**config.mk**
```make
export PLATFORM = sky130hd
export DESIGN_NAME = jtag_port_switch
export DESIGN_NICKNAME = d
export VERILOG_FILES = /design/src/rtl/jtag_sel_pkg.sv /design/src/rtl/tap_fsm.sv /design/src/rtl/tap_regs.sv /design/src/rtl/sel_ctrl.sv /design/src/rtl/jtag_port_switch.sv
export SDC_FILE = /design/constraint.sdc
export NUM_CORES = 1
export LEC_CHECK = 0
export BUFFER_PORTS_ARGS = -buffer_cell sky130_fd_sc_hd__buf_2
export CORE_MARGIN = 3
export CORE_UTILIZATION = 60
export DETAILED_ROUTE_END_ITERATION = 10
export PLACE_DENSITY = 0.84
export SKIP_LAST_GASP = 1
export SLEW_MARGIN = 30
export SYNTH_ARGS = -nofsm -noshare
export SYNTH_HDL_FRONTEND = slang
export SYNTH_HIERARCHICAL = 1
export SYNTH_SLANG_ARGS = --single-unit
```
**constraint.sdc**
```tcl
create_clock -name tck -period 2.4 [get_ports tck]
set_input_delay 0.48 -clock tck [delete_from_list [all_inputs] [get_ports tck]]
set_output_delay 0.48 -clock tck [all_outputs]
set_load 0.05 [all_outputs]
```
**src/rtl/jtag_sel_pkg.sv**
```systemverilog
package jtag_sel_pkg;
  typedef enum logic [3:0] {
    ST_TLR, ST_RTI,
    ST_SEL_DR, ST_CAP_DR, ST_SHF_DR, ST_EX1_DR, ST_PAU_DR, ST_EX2_DR, ST_UPD_DR,
    ST_SEL_IR, ST_CAP_IR, ST_SHF_IR, ST_EX1_IR, ST_PAU_IR, ST_EX2_IR, ST_UPD_IR
  } tap_st_t;
endpackage

```
**src/rtl/tap_fsm.sv**
```systemverilog
module tap_fsm
  import jtag_sel_pkg::*;
(
  input  logic    tck,
  input  logic    rst,
  input  logic    hold,
  input  logic    tms,
  output tap_st_t state
);
  tap_st_t nxt;

  always_comb begin
    case (state)
      ST_TLR:    nxt = tms ? ST_TLR    : ST_RTI;
      ST_RTI:    nxt = tms ? ST_SEL_DR : ST_RTI;
      ST_SEL_DR: nxt = tms ? ST_SEL_IR : ST_CAP_DR;
      ST_CAP_DR: nxt = tms ? ST_EX1_DR : ST_SHF_DR;
      ST_SHF_DR: nxt = tms ? ST_EX1_DR : ST_SHF_DR;
      ST_EX1_DR: nxt = tms ? ST_UPD_DR : ST_PAU_DR;
      ST_PAU_DR: nxt = tms ? ST_EX2_DR : ST_PAU_DR;
      ST_EX2_DR: nxt = tms ? ST_UPD_DR : ST_SHF_DR;
      ST_UPD_DR: nxt = tms ? ST_SEL_DR : ST_RTI;
      ST_SEL_IR: nxt = tms ? ST_TLR    : ST_CAP_IR;
      ST_CAP_IR: nxt = tms ? ST_EX1_IR : ST_SHF_IR;
      ST_SHF_IR: nxt = tms ? ST_EX1_IR : ST_SHF_IR;
      ST_EX1_IR: nxt = tms ? ST_UPD_IR : ST_PAU_IR;
      ST_PAU_IR: nxt = tms ? ST_EX2_IR : ST_PAU_IR;
      ST_EX2_IR: nxt = tms ? ST_UPD_IR : ST_SHF_IR;
      ST_UPD_IR: nxt = tms ? ST_SEL_DR : ST_RTI;
      default:   nxt = ST_TLR;
    endcase
  end

  always_ff @(posedge tck) begin
    if (rst)        state <= ST_TLR;
    else if (!hold) state <= nxt;
  end

  // frozen while the secondary TAP owns the port
  a_r9_frozen: assert property (@(posedge tck) disable iff (rst)
    hold |=> $stable(state));
  // TMS high in Test-Logic-Reset stays there
  a_r2_tlr_hold: assert property (@(posedge tck) disable iff (rst)
    (state == ST_TLR && tms) |=> (state == ST_TLR));
endmodule

```
**src/rtl/tap_regs.sv**
```systemverilog
module tap_regs
  import jtag_sel_pkg::*;
#(
  parameter int IR_W = 4,
  parameter int ID_W = 32,
  parameter logic [ID_W-1:0] ID_VAL   = 32'h0F1E_2D3B,
  parameter logic [IR_W-1:0] IDC_CODE = 4'b0001,
  parameter logic [IR_W-1:0] CAP_PAT  = 4'b0001
)(
  input  logic            tck,
  input  logic            rst,
  input  logic            hold,
  input  logic            tdi,
  input  tap_st_t         state,
  output logic [IR_W-1:0] ir_shift,
  output logic            top_tdo,
  output logic            top_oe
);
  localparam logic [ID_W-1:0] ID_FIX = {ID_VAL[ID_W-1:1], 1'b1};

  logic [IR_W-1:0] ir_act;
  logic [ID_W-1:0] id_sh;
  logic            byp;
  logic            id_sel;

  assign id_sel = (ir_act == IDC_CODE);

  always_ff @(posedge tck) begin
    if (rst) begin
      ir_act   <= IDC_CODE;
      ir_shift <= CAP_PAT;
      id_sh    <= ID_FIX;
      byp      <= 1'b0;
    end else if (!hold) begin
      case (state)
        ST_TLR:    ir_act   <= IDC_CODE;
        ST_CAP_IR: ir_shift <= CAP_PAT;
        ST_SHF_IR: ir_shift <= {tdi, ir_shift[IR_W-1:1]};
        ST_UPD_IR: ir_act   <= ir_shift;
        ST_CAP_DR: begin
          if (id_sel) id_sh <= ID_FIX;
          else        byp   <= 1'b0;
        end
        ST_SHF_DR: begin
          if (id_sel) id_sh <= {tdi, id_sh[ID_W-1:1]};
          else        byp   <= tdi;
        end
        default: ;
      endcase
    end
  end

  always_ff @(negedge tck) begin
    if (rst) begin
      top_tdo <= 1'b0;
      top_oe  <= 1'b0;
    end else if (!hold) begin
      top_oe  <= (state == ST_SHF_IR) || (state == ST_SHF_DR);
      top_tdo <= (state == ST_SHF_IR) ? ir_shift[0] : (id_sel ? id_sh[0] : byp);
    end
  end

  // the bypass register captures zero
  a_r5_byp_cap: assert property (@(posedge tck) disable iff (rst)
    (!hold && state == ST_CAP_DR && !id_sel) |=> (byp == 1'b0));
  // Capture-DR under IDCODE loads an odd value
  a_r4_id_lsb: assert property (@(posedge tck) disable iff (rst)
    (!hold && state == ST_CAP_DR && id_sel) |=> id_sh[0]);
endmodule

```
**src/rtl/sel_ctrl.sv**
```systemverilog
module sel_ctrl #(
  parameter int IR_W = 4,
  parameter int EVT_EDGES = 2,
  parameter logic [IR_W-1:0] SEL_CODE = 4'b0011
)(
  input  logic            tck,
  input  logic            por,
  input  logic            trst_n,
  input  logic            dbg_evt_n,
  input  logic            in_tlr,
  input  logic            upd_ir,
  input  logic [IR_W-1:0] ir_shift,
  output logic            sel
);
  localparam int CW = $clog2(EVT_EDGES + 1);
  logic [CW-1:0] cnt;

  always_ff @(posedge tck) begin
    if (por || !trst_n) begin
      cnt <= '0;
      sel <= 1'b0;
    end else begin
      if (!dbg_evt_n && in_tlr) begin
        if (cnt != CW'(EVT_EDGES)) cnt <= cnt + 1'b1;
        if (cnt == CW'(EVT_EDGES - 1)) sel <= 1'b1;
      end else begin
        cnt <= '0;
      end
      if (upd_ir && ir_shift == SEL_CODE) sel <= 1'b1;
    end
  end

  // once set, only TRST or power-on reset clears the flag
  a_r10_sticky: assert property (@(posedge tck) disable iff (por)
    (sel && trst_n) |=> sel);
  a_r10_trst_clr: assert property (@(posedge tck) disable iff (por)
    !trst_n |=> !sel);
  // scanned selection code at Update-IR hands the port over
  a_r7_path_b: assert property (@(posedge tck) disable iff (por || !trst_n)
    (upd_ir && ir_shift == SEL_CODE) |=> sel);
  // the debug event cannot select outside Test-Logic-Reset
  a_r8_need_tlr: assert property (@(posedge tck) disable iff (por || !trst_n)
    (!sel && !in_tlr && !upd_ir) |=> !sel);
endmodule

```
**src/rtl/jtag_port_switch.sv**
```systemverilog
module jtag_port_switch
  import jtag_sel_pkg::*;
#(
  parameter int IR_W = 4,
  parameter int ID_W = 32,
  parameter int EVT_EDGES = 2,
  parameter logic [ID_W-1:0] ID_VAL   = 32'h0F1E_2D3B,
  parameter logic [IR_W-1:0] IDC_CODE = 4'b0001,
  parameter logic [IR_W-1:0] SEL_CODE = 4'b0011
)(
  input  logic tck,
  input  logic por,
  input  logic trst_n,
  input  logic tms,
  input  logic tdi,
  input  logic dbg_evt_n,
  input  logic sec_tdo,
  output logic tdo,
  output logic tdo_oe,
  output logic sec_sel,
  output logic sec_tms,
  output logic sec_tdi
);
  tap_st_t         state;
  logic            rst;
  logic [IR_W-1:0] ir_shift;
  logic            top_tdo, top_oe;

  assign rst = por | ~trst_n;

  tap_fsm u_fsm (
    .tck(tck), .rst(rst), .hold(sec_sel), .tms(tms), .state(state)
  );

  tap_regs #(.IR_W(IR_W), .ID_W(ID_W), .ID_VAL(ID_VAL), .IDC_CODE(IDC_CODE),
             .CAP_PAT(IR_W'(1))) u_regs (
    .tck(tck), .rst(rst), .hold(sec_sel), .tdi(tdi), .state(state),
    .ir_shift(ir_shift), .top_tdo(top_tdo), .top_oe(top_oe)
  );

  sel_ctrl #(.IR_W(IR_W), .EVT_EDGES(EVT_EDGES), .SEL_CODE(SEL_CODE)) u_sel (
    .tck(tck), .por(por), .trst_n(trst_n), .dbg_evt_n(dbg_evt_n),
    .in_tlr(state == ST_TLR), .upd_ir(state == ST_UPD_IR),
    .ir_shift(ir_shift), .sel(sec_sel)
  );

  assign tdo     = sec_sel ? sec_tdo : top_tdo;
  assign tdo_oe  = sec_sel | top_oe;
  assign sec_tms = sec_sel ? tms : 1'b1;
  assign sec_tdi = tdi;

  // while handed over, the pin carries the secondary TAP's data
  a_r9_route: assert property (@(posedge tck) disable iff (rst)
    sec_sel |-> (tdo == sec_tdo && tdo_oe && sec_tms == tms));
endmodule

```
==> impl_metrics.tcl <==
set metrics [dict create \
    cap_violations 0 \
    synth-seq-cells 50 \
    drtAntennaViolNets 0 \
    initial_utilization_pct 65.6 \
    synth.cell_area_sq_mm 0.00253 \
    grt_use_total_pct 18.9 \
    critPathKind "reg -> out" \
    min_path_type "in -> reg" \
    drive_above_1_share_pct 20.5 \
    clkSlewWorstSetupHoldPaths_ps 90 \
    worstPathArrival_ps 2290 \
    grt_pass1_wl_mm 7.66 \
    p_leak_nw 0.906 \
    syn_nets 280 \
    setup_slack_ps -371 \
    seq_area_frac_synth_pct 39.6 \
    synthArstFlopShare_pct 0 \
    final_net_count 291 \
    diodes 0 \
    peakVddDrop_mv 0.576 \
    core_region_area_sq_mm 0.00385 \
    synth_area_leaders "dfxtp_1 (40%), mux2i_1 (13%), nand2b_1 (5.9%), nor2_1 (3.9%), nor3_1 (3.8%)" \
    drt_iter0_drc 158 \
    end_kind "primary output" \
    grt_max_degree 73 \
    routedWlPerCell_um 13.6 \
    relSlewSlack_pct 61.7 \
    vias_per_cell 5.65 \
    antenna_found_initial 0 \
    synthCells 271 \
    yosysMostFrequentCell "dfxtp_1" \
    dr_total_vias 1869 \
    cts_hold_buf 0 \
    area_delta_synth_final_pct 9.60 \
    violations "setup timing" \
    hold_viol 0 \
    routed_wl_mm 4.49 \
    ys_warn_count 6 \
    row_count 22 \
    synthTopCellsByCount "dfxtp_1 (50), mux2i_1 (34), nor2_1 (26)" \
    utilization_pct 71.9 \
    cts_tree "done" \
    place_hpwl_mm 2.98 \
    finalMaxSlewViolations 0 \
    finalHoldWorstSlack_ps 427 \
    avgSynthCellArea_sq_um 9.33 \
    clkLatencyLatePin_ps 360 \
    die_w_um 70.9 \
    critPathMaxFanout 2 \
    critPathLaunchType "register" \
    setup_viol 2 \
    overflow 0 \
    first_global_vias 1722 \
    numCtsBuffers 5 \
    die_area_sq_mm 0.00503 \
    drc_errors 0 \
    power_density_mw_per_mm2 549 \
    fp.dieH_um 70.9 \
    netlist.area_leader.share_pct 39.6 \
    yosys.area.top_type "dfxtp_1" \
    clockBufferDepth 2 \
    tightest_slew_ps 575 \
    rsz0062_at_grt "yes" \
    required_ps 1920 \
    io_pins 12 \
    synth_top_flop_cell "dfxtp_1" \
    synth_edf_count 0 \
    place_congestion 0.758 \
    outcome "complete, but fails checks" \
    htree_levels 2 \
    root_buffer "clkbuf_8" \
    skew_ps 64.5 \
    cts_sinks 50 \
    first_pass_iters 4 \
    ys_types 52 \
    io_buffers 11 \
    fin_setup_tns_ps -671 \
]
==> per-layer routing <==
layer	GRT usage, %	share of wire [%]	up-vias	wire (um)
met3	5.26	2.7	6	122
met4	6.89	1.4	0	65
met2	30.2	47	19	2100
met1	24.4	49	868	2200
met5	0	0	-	0
li1	-	-	976	-
==> per-stage QoR <==
stage	setup slack, ps	area [sq um]	std cells	power, mW
final	-371	2770	331	1.52
after global routing	-399	2770	331	1.58
after CTS	-379	2760	331	1.55
after detailed placement	-34.5	2640	322	0.946
after global placement	-27.7	2640	322	0.945
after floorplan	-310	2560	271	0.929
==> logic make-up after synthesis <==
| kind of cell | count (synthesis) | share of synthesized area [%] |
|---|---|---|
| flip-flops | 50 | 39.6 |
| buffers and inverters | 28 | 5.79 |
| AND/OR/NAND/NOR | 124 | 29.0 |
| adder cells (fa/ha/maj) | 2 | 0.990 |
| multiplexers | 35 | 14.1 |
| XOR/XNOR | 3 | 1.04 |
| AO/OA/AOI/OAI | 29 | 9.56 |
==> sequential cells by signal (all words and copies together) (netlist names) <==
signal	cells
u_regs/id_sh	32
u_fsm/state	4
u_regs/ir_act	4
u_regs/ir_shift	4
u_sel/cnt	2
u_regs/byp	1
u_regs/top_oe	1
u_regs/top_tdo	1
u_sel/sel	1
==> worst max-delay path: stages, from the launching register on <==
cell     delay (ps)
dfxtp_1         300
mux2_4          270
buf_6           150
==> placed cells by master (no fill, tap or decap), drive strengths merged, types with 3 or more instances in the layout <==
master    n
a31oi     3
nor3b     3
nand2     9
mux2i    34
or2      10
inv       9
dfxtp    50
buf      25
o2bb2ai   4
a21oi     7
nor2     26
nand2b   25
nand3b   11
clkbuf    5
nor3     19
nand3     3
==> timing repair <==
item,in CTS,in global routing
hold endpoints to repair,0,0
buffers inserted,0,0
setup endpoints to repair,2,4
gates resized for setup,4,2
==> where the power goes <==
part / internal [mW] / leakage (nW) / switching [mW]
clock network: 0.316 / 0.0695 / 0.284
registers: 0.832 / 0.406 / 0.00293
logic: 0.0359 / 0.431 / 0.0500
==> layout make-up <==
cell class	count	area [sq um]
Sequential cell	50	1000
Fill cell	289	1080
Clock buffer	5	68.8
Inverter	5	18.8
Clock inverter	5	50.0
Multi-Input combinational cell	193	1400
Timing Repair Buffer	25	173
Tap cell	48	60.1
==> worst paths after layout <==
| path | startpoint | endpoint | slack, ps | cells past startpoint |
|---|---|---|---|---|
| max | u_regs/top_tdo | tdo | -370 | 2 |
| min | por | u_sel/sel | 430 | 3 |
| max reg2reg | u_fsm/state[3] | u_regs/top_oe | 50 | 2 |
| min reg2reg | u_regs/top_oe | u_regs/top_oe | 460 | 2 |
Power figures use the tool's default switching activity.
